==> src/rtl/lsb_irq_pkg.sv <==
package lsb_irq_pkg;

  typedef struct packed {
    logic pend;
    logic held;
  } irq_state_t;

  // Wake is meaningful only in a stop state.
  function automatic logic wake_qualified(input logic wake, input logic stop_osc,
                                          input logic stop_clk);
    return wake & (stop_osc | stop_clk);
  endfunction

  // Next latch state from the current state, the merged event and the read phase.
  function automatic irq_state_t latch_next(input irq_state_t cur, input logic ev,
                                            input logic busy, input logic rd_end);
    irq_state_t n;
    if (rd_end) begin
      n.pend = cur.held | ev;
      n.held = 1'b0;
    end else if (busy) begin
      n.pend = cur.pend;
      n.held = cur.held | ev;
    end else begin
      n.pend = cur.pend | cur.held | ev;
      n.held = 1'b0;
    end
    return n;
  endfunction

endpackage

==> src/rtl/lsb_irq_src_merge.sv <==
module lsb_irq_src_merge #(
  parameter int unsigned DONE_W = 3
) (
  input  logic [DONE_W-1:0] done_flags,
  input  logic              wake_in,
  input  logic              stop_osc_cfg,
  input  logic              stop_clk_cfg,
  input  logic              bus_resume,
  input  logic              bus_reset,
  output logic              ev_any,
  output logic              wake_ok
);
  import lsb_irq_pkg::*;

  localparam int unsigned SRC_W = DONE_W + 3;

  logic [SRC_W-1:0] src_vec;

  always_comb begin
    wake_ok = wake_qualified(wake_in, stop_osc_cfg, stop_clk_cfg);
    src_vec = {wake_ok, bus_resume, bus_reset, done_flags};
    ev_any  = |src_vec;
  end
endmodule

==> src/rtl/lsb_irq_latch.sv <==
module lsb_irq_latch (
  input  logic clk,
  input  logic rst_n,
  input  logic ev_any,
  input  logic rd_busy,
  input  logic rd_end,
  output logic pending,
  output logic held
);
  import lsb_irq_pkg::*;

  irq_state_t st_q, st_d;

  always_comb st_d = latch_next(st_q, ev_any, rd_busy, rd_end);

  always_ff @(posedge clk or negedge rst_n) begin
    if (!rst_n) st_q <= '0;
    else        st_q <= st_d;
  end

  assign pending = st_q.pend;
  assign held    = st_q.held;
endmodule

==> src/rtl/lsb_irq_pin.sv <==
module lsb_irq_pin (
  input  logic mode,
  input  logic pending,
  output logic pin_n,
  output logic pin_oe
);
  always_comb begin
    pin_oe = mode;
    pin_n  = mode ? ~pending : 1'b1;
  end
endmodule

==> src/rtl/lsb_irq_gen.sv <==
module lsb_irq_gen #(
  parameter int unsigned DONE_W = 3
) (
  input  logic              clk,
  input  logic              rst_n,
  input  logic              irq_mode,
  input  logic [DONE_W-1:0] done_flags,
  input  logic              wake_in,
  input  logic              stop_osc_cfg,
  input  logic              stop_clk_cfg,
  input  logic              bus_resume,
  input  logic              bus_reset,
  input  logic              stat_rd_busy,
  input  logic              stat_rd_end,
  output logic              irq_n,
  output logic              irq_oe
);
  logic ev_any;
  logic wake_ok;
  logic pending;
  logic held;

  lsb_irq_src_merge #(.DONE_W(DONE_W)) u_merge (
    .done_flags  (done_flags),
    .wake_in     (wake_in),
    .stop_osc_cfg(stop_osc_cfg),
    .stop_clk_cfg(stop_clk_cfg),
    .bus_resume  (bus_resume),
    .bus_reset   (bus_reset),
    .ev_any      (ev_any),
    .wake_ok     (wake_ok)
  );

  lsb_irq_latch u_latch (
    .clk    (clk),
    .rst_n  (rst_n),
    .ev_any (ev_any),
    .rd_busy(stat_rd_busy),
    .rd_end (stat_rd_end),
    .pending(pending),
    .held   (held)
  );

  lsb_irq_pin u_pin (
    .mode   (irq_mode),
    .pending(pending),
    .pin_n  (irq_n),
    .pin_oe (irq_oe)
  );
endmodule

==> config.mk <==
export PLATFORM = sky130hd
export DESIGN_NAME = lsb_irq_gen
export DESIGN_NICKNAME = d
export VERILOG_FILES = /design/src/rtl/lsb_irq_pkg.sv /design/src/rtl/lsb_irq_src_merge.sv /design/src/rtl/lsb_irq_latch.sv /design/src/rtl/lsb_irq_pin.sv /design/src/rtl/lsb_irq_gen.sv
export SDC_FILE = /design/constraint.sdc
export NUM_CORES = 1
export LEC_CHECK = 0
export ABC_AREA = 1
export BUFFER_PORTS_ARGS = -buffer_cell sky130_fd_sc_hd__buf_2
export CAP_MARGIN = 30
export CORE_AREA = 2 2 39 41
export DETAILED_ROUTE_END_ITERATION = 10
export DIE_AREA = 0 0 41 43
export MAX_ROUTING_LAYER = met4
export SETUP_SLACK_MARGIN = 0.15
export SLEW_MARGIN = 20
export SYNTH_ARGS = -nofsm -noshare
export SYNTH_HDL_FRONTEND = slang
export SYNTH_HIERARCHICAL = 1
export SYNTH_SLANG_ARGS = --single-unit
==> constraint.sdc <==
create_clock -name clk -period 0.9 [get_ports clk]
set_input_delay 0.09 -clock clk [delete_from_list [all_inputs] [get_ports clk]]
set_output_delay 0.09 -clock clk [all_outputs]
set_load 0.005 [all_outputs]
==> results.md <==
- Clock skew: about 0.0028 ns
- Row cnt: 14
- Max FO, Critical Path: 2
- Setup Viol. Count Final: 0
- Final routed DRC violation total: 0
- FF+latch area: 50.0 sq um
- Final hold violation count: 0
- Die Ht: 43 um
- Nets: 52
- Status: finished, final reports clean
- Dpl cells: 49
- Cts bufs inserted: 3
- Largest net degree at the start of global routing: 3
- Crit path DAT: 0.73 ns
- Critical Path RT: 0.81 ns
- Worst Hold Class: input port to flip-flop
- Initial Utilization: 0.0976
- Setup TNS: 0 ns
- Fraction of layout cells with a size suffix above 1: 0.568
- CTS Sinks: 2
- Initial DRC count: 1
- Routed WL: 313 um
- Clock root buffer: clkbuf_4
- Gpl congestion: 0.557
- Post-DRT Antenna Nets: 0
- I/O pin total: 15
- Gr ovfl total: 0
- Ys Warns: 6
- Hold Slack: 0.121 ns
- Port Buffers: 14
- Tightest Pin Transition: 0.0856 ns
- Fin crit share: 0.917
- Syn_nets: 33
- Fmax: 1.21 GHz
- Die ar.: 0.00176 sq mm
- CTS tree: built
- Number of vias per cell: 3.21
- Critical Path, Cell by Cell: nand2_1 > buf_2
- Initial antenna violation count: 0
- Vias: 170
- N_diodes: 0
- Leakage: 0.151 nW
- RSZ-0062 raised after global routing: true
- Max incr delay on CP: 0.37 ns
- Skew-Pair Late Insertion Delay: 0.22 ns
- Worst path bufs/invs: 1
- Post CTS Setup Buffer Count: 0
- # Max-Cap Violations: 0
- First-pass GRT wire length: 420 um
- # fillers: between 150 and 200
- DR pass1 iterations: 4
- CP max-delay cell: dfrtp_1
- CP startpoint kind: flip-flop
- P&R area growth vs syn: 85.2%
- Worst setup EP type: output pin
- H-tree depth: 1
- Syn_area_per_cell: between 6 and 7 sq um
- Reg clk slew, reported paths: roughly 0.030 ns
- Gr usage total: 0.0483
- Post-synthesis cell area: 135 sq um
- Final Max Slew Viols: 0
- Tmin final: 0.825 ns
- Headroom to the max-slew limit: 0.943
- Syn Inst Count: 20
- Top Family by Delay on Critical Path: flip-flops
- Peak VDD IR: 330 uV
- Clk buf depth: 2
- Die W: 41 um
- WL/cell: between 5 and 6 um
- Via count of the first global-routing pass: 133
- Pwr Density: 1370 mW/mm^2
- Multi-input logic area: 58.8 sq um
- Final cell count without fillers: 53
- Core ar.: 0.00138 sq mm
- Critical path class: flip-flop to output pin
[layout make-up]
type,instances,area share
inverters,5,0.0750
clock buffers,3,0.0900
repair buffers,15,0.320
flip-flops and latches,2,0.200
multi-input cells,12,0.235
well taps,16,0.0800
[registers in the layout, indices dropped and copies added (netlist names)]
name	count
u_latch/held	1
u_latch/pending	1
[worst min-delay path: stages]
cell	delay, ns
buf_2	0.10
nand2_2	0.07
a21oi_2	0.03
[cell usage in the layout, fill, tap and decap left out]
| cell type | n |
|---|---|
| nand3_1 | 1 |
| inv_1 | 4 |
| clkbuf_4 | 3 |
| buf_2 | 14 |
| nand2_1 | 6 |
| inv_2 | 1 |
| dlygate4sd3_1 | 1 |
| o21ai_2 | 1 |
| nor2_1 | 2 |
| a21oi_2 | 1 |
| nand2_2 | 1 |
| dfrtp_1 | 2 |
[what timing repair did]
action	CTS	global route
pin swaps	1	0
hold buffers	1	0
cloned	0	0
resized for setup	0	0
hold endpoints to repair	2	0
endpoints found under the setup margin	1	1
[final timing paths]
check / startpoint / slack [ns] / to / depth (start not counted)
max: u_latch/pending$_DFFE_PN0P_ / 0.08 / irq_n / 2
min: stat_rd_busy / 0.12 / u_latch/held$_DFF_PN0_ / 3
max reg2reg: u_latch/held$_DFF_PN0_ / 0.22 / u_latch/pending$_DFFE_PN0P_ / 4
min reg2reg: u_latch/pending$_DFFE_PN0P_ / 0.48 / u_latch/pending$_DFFE_PN0P_ / 2
max in group asynchronous: rst_n / 0.61 / u_latch/held$_DFF_PN0_ / 2
min in group asynchronous: rst_n / 0.19 / u_latch/pending$_DFFE_PN0P_ / 2
[per-stage QoR]
stage | setup WS (ns) | utilization | power (mW) | instance area, sq um
after floorplan | 0.252 | - | 0.121 | 135
after global placement | 0.135 | 0.157 | 0.152 | 218
after detailed placement | 0.123 | 0.157 | 0.153 | 218
after CTS | 0.0617 | 0.181 | 0.357 | 250
after global routing | 0.0133 | 0.181 | 0.366 | 250
final | 0.0751 | 0.181 | 0.343 | 250
[metal layers]
metal | part of all wire | track usage | wire length, um | up-vias
met1 | 0.42 | 0.0256 | 131 | 60
li1 | - | - | - | 92
met2 | 0.35 | 0.0531 | 109 | 16
met5 | 0 | - | 0 | -
met4 | 0.070 | 0.120 | 22 | 0
met3 | 0.16 | 0.0209 | 50 | 2
[where the power goes]
group / switching [mW] / internal, mW / total, mW / leakage (nW)
registers: 0.00175 / 0.0953 / 0.0971 / 0.0226
logic: 0.0240 / 0.0335 / 0.0575 / 0.114
clock network: 0.0418 / 0.146 / 0.188 / 0.0138
total: 0.0676 / 0.275 / 0.343 / 0.151
No activity file was read; power rests on OpenSTA's default activity.
